$ cat src/rtl/sad_pkg.sv
package sad_pkg;

  localparam int unsigned DEF_SAMPLE_W = 16;
  localparam int unsigned DEF_LANES    = 8;
  localparam int unsigned DEF_ROWS     = 8;
  localparam int unsigned DEF_GAP      = 3;
  localparam int unsigned DEF_TAG_W    = 4;

  // position of a row inside its block
  typedef struct packed {
    logic open;   // first row of a block
    logic close;  // last row of a block
  } row_pos_t;

endpackage

$ cat src/rtl/sad_row_pacer.sv
module sad_row_pacer
  import sad_pkg::*;
#(
  parameter int unsigned ROWS = DEF_ROWS,
  parameter int unsigned GAP  = DEF_GAP
) (
  input  logic     clk,
  input  logic     rst_n,
  input  logic     in_valid,
  output logic     in_ready,
  output logic     accept,
  output row_pos_t pos
);

  localparam int unsigned ROW_CW = (ROWS > 1) ? $clog2(ROWS) : 1;
  localparam int unsigned GAP_CW = (GAP > 1) ? $clog2(GAP) : 1;
  localparam logic [ROW_CW-1:0] LAST_ROW = ROW_CW'(ROWS - 1);
  localparam logic [GAP_CW-1:0] GAP_LOAD = GAP_CW'(GAP - 1);

  logic [ROW_CW-1:0] row_q, row_d;
  logic [GAP_CW-1:0] gap_q, gap_d;
  logic              run_q;

  assign in_ready  = run_q && (gap_q == '0);
  assign accept    = in_valid && in_ready;
  assign pos.open  = (row_q == '0);
  assign pos.close = (row_q == LAST_ROW);

  always_comb begin
    row_d = row_q;
    gap_d = gap_q;
    if (accept) begin
      row_d = pos.close ? '0 : row_q + 1'b1;
      gap_d = GAP_LOAD;
    end else if (gap_q != '0) begin
      gap_d = gap_q - 1'b1;
    end
  end

  always_ff @(posedge clk or negedge rst_n) begin
    if (!rst_n) begin
      row_q <= '0;
      gap_q <= '0;
      run_q <= 1'b0;
    end else begin
      row_q <= row_d;
      gap_q <= gap_d;
      run_q <= 1'b1;
    end
  end

endmodule

$ cat src/rtl/sad_lane_diff.sv
module sad_lane_diff #(
  parameter int unsigned W = 16
) (
  input  logic         clk,
  input  logic         rst_n,
  input  logic         en,
  input  logic [W-1:0] a,
  input  logic [W-1:0] b,
  output logic [W-1:0] a_over_b,
  output logic [W-1:0] b_over_a
);

  logic [W:0]   delta;
  logic         borrow;
  logic [W-1:0] ab_d, ba_d;

  always_comb begin
    delta  = {1'b0, a} - {1'b0, b};
    borrow = delta[W];
    ab_d   = borrow ? '0 : delta[W-1:0];
    ba_d   = borrow ? (~delta[W-1:0] + 1'b1) : '0;
  end

  always_ff @(posedge clk or negedge rst_n) begin
    if (!rst_n) begin
      a_over_b <= '0;
      b_over_a <= '0;
    end else if (en) begin
      a_over_b <= ab_d;
      b_over_a <= ba_d;
    end
  end

endmodule

$ cat src/rtl/sad_row_reduce.sv
module sad_row_reduce #(
  parameter int unsigned W     = 16,
  parameter int unsigned LANES = 8,
  parameter int unsigned OUT_W = W + $clog2(LANES)
) (
  input  logic               clk,
  input  logic               rst_n,
  input  logic               en,
  input  logic [LANES*W-1:0] ab_lanes,
  input  logic [LANES*W-1:0] ba_lanes,
  output logic [OUT_W-1:0]   ab_sum,
  output logic [OUT_W-1:0]   ba_sum
);

  logic [OUT_W-1:0] ab_d, ba_d;

  always_comb begin
    ab_d = '0;
    ba_d = '0;
    for (int j = 0; j < LANES; j++) begin
      ab_d = ab_d + OUT_W'(ab_lanes[j*W +: W]);
      ba_d = ba_d + OUT_W'(ba_lanes[j*W +: W]);
    end
  end

  always_ff @(posedge clk or negedge rst_n) begin
    if (!rst_n) begin
      ab_sum <= '0;
      ba_sum <= '0;
    end else if (en) begin
      ab_sum <= ab_d;
      ba_sum <= ba_d;
    end
  end

endmodule

$ cat src/rtl/sad_block_accum.sv
module sad_block_accum
  import sad_pkg::*;
#(
  parameter int unsigned ROW_W = 19,
  parameter int unsigned ACC_W = 22,
  parameter int unsigned TAG_W = DEF_TAG_W
) (
  input  logic             clk,
  input  logic             rst_n,
  input  logic             en,
  input  row_pos_t         pos,
  input  logic [TAG_W-1:0] tag,
  input  logic [ROW_W-1:0] row_ab,
  input  logic [ROW_W-1:0] row_ba,
  output logic             sad_valid,
  output logic [ACC_W-1:0] sad_value,
  output logic [TAG_W-1:0] sad_tag
);

  logic [ACC_W-1:0] acc_ab_q, acc_ab_d;
  logic [ACC_W-1:0] acc_ba_q, acc_ba_d;
  logic [TAG_W-1:0] blk_tag_q, blk_tag_d;
  logic             out_vld_d;
  logic [ACC_W-1:0] out_val_d;
  logic [TAG_W-1:0] out_tag_d;

  always_comb begin
    acc_ab_d  = (pos.open ? '0 : acc_ab_q) + ACC_W'(row_ab);
    acc_ba_d  = (pos.open ? '0 : acc_ba_q) + ACC_W'(row_ba);
    blk_tag_d = pos.open ? tag : blk_tag_q;
    out_vld_d = en && pos.close;
    out_val_d = acc_ab_d + acc_ba_d;
    out_tag_d = blk_tag_d;
  end

  always_ff @(posedge clk or negedge rst_n) begin
    if (!rst_n) begin
      acc_ab_q  <= '0;
      acc_ba_q  <= '0;
      blk_tag_q <= '0;
    end else if (en) begin
      acc_ab_q  <= acc_ab_d;
      acc_ba_q  <= acc_ba_d;
      blk_tag_q <= blk_tag_d;
    end
  end

  always_ff @(posedge clk or negedge rst_n) begin
    if (!rst_n) begin
      sad_valid <= 1'b0;
    end else begin
      sad_valid <= out_vld_d;
    end
  end

  always_ff @(posedge clk or negedge rst_n) begin
    if (!rst_n) begin
      sad_value <= '0;
      sad_tag   <= '0;
    end else if (out_vld_d) begin
      sad_value <= out_val_d;
      sad_tag   <= out_tag_d;
    end
  end

endmodule

$ cat src/rtl/sad8x8_unit.sv
module sad8x8_unit
  import sad_pkg::*;
#(
  parameter int unsigned SAMPLE_W = DEF_SAMPLE_W,
  parameter int unsigned LANES    = DEF_LANES,
  parameter int unsigned ROWS     = DEF_ROWS,
  parameter int unsigned GAP      = DEF_GAP,
  parameter int unsigned TAG_W    = DEF_TAG_W,
  localparam int unsigned ROW_W   = SAMPLE_W + $clog2(LANES),
  localparam int unsigned ACC_W   = SAMPLE_W + $clog2(LANES * ROWS),
  localparam int unsigned BUS_W   = LANES * SAMPLE_W
) (
  input  logic             clk,
  input  logic             rst_n,
  input  logic             in_valid,
  output logic             in_ready,
  input  logic [TAG_W-1:0] in_tag,
  input  logic [BUS_W-1:0] x_row,
  input  logic [BUS_W-1:0] y_row,
  output logic             sad_valid,
  output logic [ACC_W-1:0] sad_value,
  output logic [TAG_W-1:0] sad_tag
);

  // reset: asserted asynchronously, released on the clock
  logic rst_meta_q, rst_sync_n;

  always_ff @(posedge clk or negedge rst_n) begin
    if (!rst_n) begin
      rst_meta_q <= 1'b0;
      rst_sync_n <= 1'b0;
    end else begin
      rst_meta_q <= 1'b1;
      rst_sync_n <= rst_meta_q;
    end
  end

  logic     accept;
  row_pos_t acc_pos;

  sad_row_pacer #(
    .ROWS (ROWS),
    .GAP  (GAP)
  ) u_pacer (
    .clk      (clk),
    .rst_n    (rst_sync_n),
    .in_valid (in_valid),
    .in_ready (in_ready),
    .accept   (accept),
    .pos      (acc_pos)
  );

  // stage 1: per-lane split differences
  logic [BUS_W-1:0] ab_lanes, ba_lanes;

  for (genvar j = 0; j < LANES; j++) begin : g_lane
    sad_lane_diff #(.W(SAMPLE_W)) u_diff (
      .clk      (clk),
      .rst_n    (rst_sync_n),
      .en       (accept),
      .a        (x_row[j*SAMPLE_W +: SAMPLE_W]),
      .b        (y_row[j*SAMPLE_W +: SAMPLE_W]),
      .a_over_b (ab_lanes[j*SAMPLE_W +: SAMPLE_W]),
      .b_over_a (ba_lanes[j*SAMPLE_W +: SAMPLE_W])
    );
  end

  // sideband travelling alongside the data
  logic             s1_vld_q, s2_vld_q;
  row_pos_t         s1_pos_q, s2_pos_q;
  logic [TAG_W-1:0] s1_tag_q, s2_tag_q;

  always_ff @(posedge clk or negedge rst_sync_n) begin
    if (!rst_sync_n) begin
      s1_vld_q <= 1'b0;
      s2_vld_q <= 1'b0;
    end else begin
      s1_vld_q <= accept;
      s2_vld_q <= s1_vld_q;
    end
  end

  always_ff @(posedge clk or negedge rst_sync_n) begin
    if (!rst_sync_n) begin
      s1_pos_q <= '0;
      s1_tag_q <= '0;
    end else if (accept) begin
      s1_pos_q <= acc_pos;
      s1_tag_q <= in_tag;
    end
  end

  always_ff @(posedge clk or negedge rst_sync_n) begin
    if (!rst_sync_n) begin
      s2_pos_q <= '0;
      s2_tag_q <= '0;
    end else if (s1_vld_q) begin
      s2_pos_q <= s1_pos_q;
      s2_tag_q <= s1_tag_q;
    end
  end

  // stage 2: row totals per direction
  logic [ROW_W-1:0] row_ab, row_ba;

  sad_row_reduce #(
    .W     (SAMPLE_W),
    .LANES (LANES),
    .OUT_W (ROW_W)
  ) u_reduce (
    .clk      (clk),
    .rst_n    (rst_sync_n),
    .en       (s1_vld_q),
    .ab_lanes (ab_lanes),
    .ba_lanes (ba_lanes),
    .ab_sum   (row_ab),
    .ba_sum   (row_ba)
  );

  // stage 3: block accumulation and result
  sad_block_accum #(
    .ROW_W (ROW_W),
    .ACC_W (ACC_W),
    .TAG_W (TAG_W)
  ) u_accum (
    .clk       (clk),
    .rst_n     (rst_sync_n),
    .en        (s2_vld_q),
    .pos       (s2_pos_q),
    .tag       (s2_tag_q),
    .row_ab    (row_ab),
    .row_ba    (row_ba),
    .sad_valid (sad_valid),
    .sad_value (sad_value),
    .sad_tag   (sad_tag)
  );

endmodule

$ cat config.mk
export PLATFORM = sky130hd
export DESIGN_NAME = sad8x8_unit
export DESIGN_NICKNAME = d
export VERILOG_FILES = /design/src/rtl/sad_pkg.sv /design/src/rtl/sad_row_pacer.sv /design/src/rtl/sad_lane_diff.sv /design/src/rtl/sad_row_reduce.sv /design/src/rtl/sad_block_accum.sv /design/src/rtl/sad8x8_unit.sv
export SDC_FILE = /design/constraint.sdc
export NUM_CORES = 1
export LEC_CHECK = 0
export BUFFER_PORTS_ARGS = -buffer_cell sky130_fd_sc_hd__buf_2
export CORE_ASPECT_RATIO = 0.7
export CORE_MARGIN = 8
export CORE_UTILIZATION = 55
export CTS_CLUSTER_SIZE = 40
export DETAILED_ROUTE_END_ITERATION = 8
export GPL_TIMING_DRIVEN = 0
export PLACE_DENSITY = 0.76
export RECOVER_POWER = 100
export SYNTH_ARGS = -nofsm -noshare
export SYNTH_HDL_FRONTEND = slang
export SYNTH_SLANG_ARGS = --single-unit
$ cat constraint.sdc
create_clock -name clk -period 11.7 [get_ports clk]
set_input_delay 1.17 -clock clk [delete_from_list [all_inputs] [get_ports clk]]
set_output_delay 1.17 -clock clk [all_outputs]
set_load 0.05 [all_outputs]
==> flow_summary.yaml, run 1 <==
outcome:
  outcome: "complete, but fails checks"
  violations: "max-capacitance violations, max-slew violations"
floorplanning:
  die_area_um2: 67620
  core_um2: 58520
  start_util: 0.5587
  fp.dieH_um: 220.0
  rows: 74
  io_pins: 291
  die_w_um: 307.4
clocking:
  clock-sinks: 391
  post_cts_buffers: 0
  ctsHoldBuffers: 0
  cts_max_path_buffers: 3
  htreeDepth: 2
  cts_made_buffers: 42
  clock_latency_ns: 0.57
  cts_tree: "yes"
  clk_pin_slew_ns: 0.06
  cts_root_buf: "clkbuf_16"
  cts_resized: 0
sta:
  drv_slew: 305
  worst_pin_slew_ns: 3.614
  setup_tns_ns: 0
  min_period_ns: 7.258
  fmax_ghz: 0.1378
  slew_headroom: -1.409
  rsz0062_at_grt: "false"
  setup_violations: 0
  fin_skew_ns: 0.02507
  post-route-period-util: 0.6204
  finalHoldViolCount: 0
global_routing:
  grt_pass1_vias: 27660
  grt_max_degree: 70
  grt_use_total: 0.2964
  antenna_found_initial: 1
  grt_pass1_wl_um: 157400
  overflow: 0
layout:
  n_antenna_cell: 0
  nets: 4669
  drive_gt1_frac: 0.1149
  syn2layout_area_growth_pct: 12.19
worst_setup_path:
  crit_required_ns: 12.16
  cp_max_fo: 10
  arrival_ns: 7.71
  end_kind: "flip-flop"
  path_class: "reg -> reg"
  cp-start-kind: "flip-flop"
place:
  io_buffers: 290
  hpwl_um: 82450
  place_congestion: 1.034
logic_synthesis:
  ys_top_cells_by_area: "dfrtp_1, ha_1, fa_1"
  async_flop_share: 1.000
  netlist_top_cells_count: "inv_1, nand2_1, dfrtp_1"
  synth_area_um2: 32690
  synthFlopType: "dfrtp_1"
  yosysTopAreaCell: "dfrtp_1"
  seq_area_frac_synth: 0.2993
  synth_warnings: 0
  syn_avg_cell_area_um2: 9.033
  synth_cell_types: 92
  synth_edf_count: 0
  netlist_instances: 3619
  synth_top_area_frac: 0.2993
  synth.most_common_cell: "inv_1"
  ys_ff_latch: 391
route:
  dr.pass1.iters: 6
  vias_per_cell: 5.945
  vias: 28490
  routed_wl_um: 102000
  drt-wirelength-per-cell_um: 21.29
  antenna_left: 0
  drc_errors: 0
  dr.first_iter.drc_count: 2997
job:
  max_cap_violations: 5
hold_path:
  hold_class: "reg -> reg"
## path summary, 6_finish.rpt
check | start | slack (ns) | endpoint | depth (start not counted)
setup / recovery | s2_pos_q[1] | 4.44 | u_accum.sad_value[21] | 26
hold / removal | rst_meta_q | 0.36 | rst_sync_n | 0
setup reg to reg | s2_pos_q[1] | 4.44 | u_accum.sad_value[21] | 26
hold reg to reg | rst_meta_q | 0.36 | rst_sync_n | 0
max in group asynchronous | rst_sync_n | 4.58 | g_lane[0].u_diff.a_over_b[4] | 2
min in group asynchronous | rst_n | 0.37 | rst_meta_q | 1
## through the flow
stage | instance area (um^2) | cells | hold WS [ns] | util | setup WS [ns]
finish | 36680 | 4792 | 0.3555 | 0.6268 | 4.442
global route | 36680 | 4792 | 0.3739 | 0.6268 | 3.447
CTS | 36900 | 4792 | 0.2739 | 0.6306 | 4.639
detailed placement | 35310 | 4714 | 0.2671 | 0.6035 | 4.664
global placement | 35150 | 4708 | 0.3366 | 0.6006 | 2.648
floorplan | 32700 | 3620 | 0.3311 | - | 5.319
## per-layer routing
metal	wire length [um]	up-vias	track usage	share of wire
met5	0	-	0	0
li1	-	13150	-	-
met1	43390	13700	0.4091	0.43
met3	11660	234	0.09080	0.11
met4	3769	0	0.09573	0.037
met2	43190	1405	0.4445	0.42
## cells in the final DEF (no fill, tap or decap), drive strengths merged, types with 10 or more instances in the layout
master   count
or2         20
and2        25
nor2b       79
buf        267
dfrtp      391
o21ai      210
xor2        91
o211ai      12
a22o        14
ha         277
o21a        39
o41ai       17
mux2        78
a31oi       26
a21boi      11
nor2       129
fa         169
o21bai      24
clkbuf     189
xnor2      179
or3         25
nand2b      30
and3        25
a2111oi     10
nand2      432
clkinv      11
a211oi      26
nand3       94
inv        445
a21o        69
a31o        12
a211o       11
nand3b      16
a21oi      173
nor3        69
nand4       21
o31ai      140
## layout make-up
cell class | count | area [um^2]
clock buffers | 56 | 1215
well taps | 798 | 998.5
flip-flops and latches | 391 | 9784
repair buffers | 296 | 1461
fillers | 5073 | 21840
multi-input cells | 2680 | 20770
clock inverters | 22 | 370.4
plain buffers | 104 | 404.1
inverters | 445 | 1670
## state kept, by name, summed over array words and instances (netlist names)
name	cells
u_accum.sad_tag	4
g_lane.u_diff.b_over_a	128
u_reduce.ba_sum	19
u_pacer.row_q	3
rst_sync_n	1
u_reduce.ab_sum	19
s1_vld_q	1
rst_meta_q	1
s1_pos_q	2
u_accum.acc_ab_q	22
u_accum.acc_ba_q	22
s2_vld_q	1
s2_pos_q	2
u_pacer.run_q	1
s2_tag_q	4
u_accum.sad_value	22
u_accum.blk_tag_q	4
u_pacer.gap_q	2
g_lane.u_diff.a_over_b	128
s1_tag_q	4
u_accum.sad_valid	1
## critical path, cell delays in order, from the launching register on
cell and delay (ns):
dfrtp_1 0.32, clkbuf_1 0.33, clkbuf_1 0.60, clkbuf_1 0.55
nor2b_1 0.11, ha_1 0.25, fa_1 0.44, a21o_1 0.18
a21oi_1 0.22, nor2b_1 0.11, o21a_1 0.18, o21ai_0 0.15
a21oi_1 0.11, o21a_1 0.17, o21a_1 0.18, or3_1 0.33
and2_0 0.19, ha_1 0.36, a21o_1 0.18, a21oi_1 0.23
inv_1 0.07, a2111oi_0 0.36, a31oi_1 0.24, a21boi_0 0.37
o21ai_0 0.19, xor3_1 0.45, mux2_2 0.29
## cell families (layout without fill, tap and decap cells)
kind of cell    after synthesis  after routing  share of synthesized area
simple gates               1014           1014                     0.1492
compound gates              860            860                     0.1751
fa+ha+maj                   446            446                     0.2095
xor+xnor                    271            271                    0.07329
other cells                   1              2                  0.0001147
mux                          87             87                    0.02962
flops                       391            391                     0.2993
buf+inv                     549            923                    0.06380
Power of run 1 is not shown: default switching activity piles up to over one toggle a cycle in this logic, so the estimate is an artifact.
==> inputs of run 2 (changes only) <==
--- a/config.mk
+++ b/config.mk
@@ -5,6 +5,7 @@
 export SDC_FILE = /design/constraint.sdc
 export NUM_CORES = 1
 export LEC_CHECK = 0
+export ABC_AREA = 1
 export BUFFER_PORTS_ARGS = -buffer_cell sky130_fd_sc_hd__buf_2
 export CORE_ASPECT_RATIO = 0.7
 export CORE_MARGIN = 8
@@ -12,7 +13,7 @@
 export CTS_CLUSTER_SIZE = 40
 export DETAILED_ROUTE_END_ITERATION = 8
 export GPL_TIMING_DRIVEN = 0
-export PLACE_DENSITY = 0.76
+export PLACE_DENSITY = 0.73
 export RECOVER_POWER = 100
 export SYNTH_ARGS = -nofsm -noshare
 export SYNTH_HDL_FRONTEND = slang
==> constraint.sdc (replaced) <==
create_clock -name clk -period 7.3 [get_ports clk]
set_input_delay 0.73 -clock clk [delete_from_list [all_inputs] [get_ports clk]]
set_output_delay 0.73 -clock clk [all_outputs]
set_load 0.05 [all_outputs]
==> flow_summary.yaml, run 2 <==
layout:
  n_antenna_cell: 0
  syn2layout_area_growth_pct: 11.13
  design_area_um2: 40630
  utilization: 0.6144
  nets: 6272
  reg_top3: "g_lane.u_diff.a_over_b x128, g_lane.u_diff.b_over_a x128"
  fillerInstances: 6230
  multi_input_area_um2: 22760
  drive_gt1_frac: 0.08494
  regArea_um2: 9784
  final_cell_mix: "nand2_1, inv_1, dfrtp_1"
  layout_commonest_cell: "nand2_1"
worst_setup_path:
  crit_family: "adder cells"
  cp-start-kind: "flip-flop"
  worst_r2r_path_depth: 25
  cp_max_fo: 4
  regToRegStartpoint: "g_lane[0].u_diff.a_over_b[0]"
  crit_required_ns: 7.76
  cp_slowest_cell: "fa_1"
  slowest_delay_ns: 0.55
  reg2reg_slack_ns: 0.71
  cp_num_buf_inv: 5
  arrival_ns: 7.06
  path_class: "reg -> reg"
  r2r-end: "u_reduce.ab_sum[18]"
  end_kind: "flip-flop"
clocking:
  clock_latency_ns: 0.59
  cts_tree: "yes"
  clk_pin_slew_ns: 0.06
  cts_max_path_buffers: 3
  cts_made_buffers: 41
  htreeDepth: 2
  cts_root_buf: "clkbuf_16"
  clock-sinks: 391
  post_cts_buffers: 0
place:
  placed_area_um2: 39270
  hpwl_um: 97650
  io_buffers: 290
  place_congestion: 1.053
logic_synthesis:
  synth_edf_count: 0
  synthFlopType: "dfrtp_1"
  yosysTopAreaCell: "dfrtp_1"
  ys_ff_latch: 391
  netlist_top_cells_count: "nand2_1, inv_1, dfrtp_1"
  syn_avg_cell_area_um2: 7.000
  synth_cell_types: 59
  ys_top_cells_by_area: "dfrtp_1, nand2_1, inv_1"
  synth_area_um2: 36560
  netlist_instances: 5223
  async_flop_share: 1.000
  synth_top_area_frac: 0.2676
  seq_area_frac_synth: 0.2676
  synth_warnings: 0
  synth.most_common_cell: "nand2_1"
sta:
  fmax_ghz: 0.1517
  setup_violations: 0
  worst_pin_slew_ns: 3.787
  post-route-period-util: 0.9031
  hold_ws_ns: 0.3530
  setup_tns_ns: 0
  rsz0062_at_grt: "false"
  fin_skew_ns: 0.02121
  min_period_ns: 6.593
  finalHoldViolCount: 0
  drv_slew: 260
  slew_headroom: -1.525
floorplanning:
  io_pins: 291
  core_um2: 66130
  die_w_um: 324.2
  rows: 79
  die_area_um2: 75110
  fp.dieH_um: 231.7
  start_util: 0.5529
route:
  drt-wirelength-per-cell_um: 18.12
  routed_wl_um: 117500
  dr.first_iter.drc_count: 3334
  antenna_left: 0
  vias_per_cell: 5.416
  vias: 35110
  dr.pass1.iters: 8
  drc_errors: 0
global_routing:
  grt_pass1_vias: 33070
  globalRouteMet3Util: 0.09784
  met1_usage: 0.4575
  antenna_found_initial: 3
  grt_use_total: 0.3096
  top_usage_layer: "met1"
  grt_pass1_wl_um: 183600
  grt_use_met2: 0.4418
  overflow: 0
  grt_max_degree: 69
hold_path:
  hold_end: "s1_tag_q[0]"
  hold_path_startpoint: "in_tag[0]"
  hold_class: "in -> reg"
  hold_path_depth: 3
outcome:
  outcome: "complete, but fails checks"
  violations: "max-capacitance violations, max-slew violations"
job:
  max_cap_violations: 4
[run 2: cell count changes after synthesis, sizes merged, moves of 79 or more]
cell	previous run	this run
nor2	129	346
nand2	432	1657
nor2b	79	0
xnor2	179	49
nand3	94	380
inv	445	956
[run 2: per-stage QoR]
step | setup WS [ns] | instances
after floorplan | 0.9186 | 5224
after global routing | 0.4526 | 6483
after CTS | 1.265 | 6483
after global placement | -1.720 | 6405
final | 0.7071 | 6483
after detailed placement | 1.354 | 6410
[run 2: cell type report]
type                            instances  area share
Sequential cell                       391      0.2408
Buffer                                 85    0.008777
Clock buffer                           54     0.02923
Tap cell                              891     0.02744
Multi-Input combinational cell       3789      0.5603
Inverter                              959     0.08863
Clock inverter                         18    0.008099
Timing Repair Buffer                  296     0.03671
[run 2: worst max path at each step]
| stage | from | end | slack, ns | depth (start not counted) |
|---|---|---|---|---|
| 2_1_floorplan | rst_sync_n | g_lane[0].u_diff.a_over_b[0] | 0.92 | 0 |
| 3_3_place_gp | rst_sync_n | g_lane[5].u_diff.b_over_a[14] | -1.72 | 0 |
| 3_5_place_dp | g_lane[0].u_diff.a_over_b[0] | u_reduce.ab_sum[18] | 1.35 | 25 |
| 4_1_cts | g_lane[0].u_diff.a_over_b[0] | u_reduce.ab_sum[18] | 1.26 | 25 |
| 5_1_grt | g_lane[0].u_diff.a_over_b[0] | u_reduce.ab_sum[18] | 0.45 | 25 |
| 6_report | g_lane[0].u_diff.a_over_b[0] | u_reduce.ab_sum[18] | 0.71 | 25 |
[run 2: kinds of logic (layout without fill, tap and decap cells)]
logic type / after synthesis / count (layout) / share of synthesized area
AO/OA/AOI/OAI: 609 / 609 / 0.09747
XOR/XNOR: 137 / 137 / 0.03354
adder cells (fa/ha/maj): 446 / 446 / 0.1873
buffers and inverters: 1044 / 1412 / 0.1087
flip-flops: 391 / 391 / 0.2676
other: 1 / 2 / 0.0001026
AND/OR/NAND/NOR: 2595 / 2595 / 0.3053
[run 2: what timing repair did]
item,4_1_cts,5_1_grt
endpoints found under the setup margin,0,0
resized for setup,0,0
hold endpoints to repair,2,0
hold buffers,1,0
[run 2: tightest hold or removal path: stages]
cell	delay, ns
buf_2	0.08
nand2_1	0.04
nand2_1	0.04
[run 2: per-layer routing]
layer,wire length [um],vias up
li1,-,17190
met1,54520,16450
met2,47490,1319
met3,13250,152
met4,2201,4
met5,27,-
Power of run 2 is left out for the same reason.
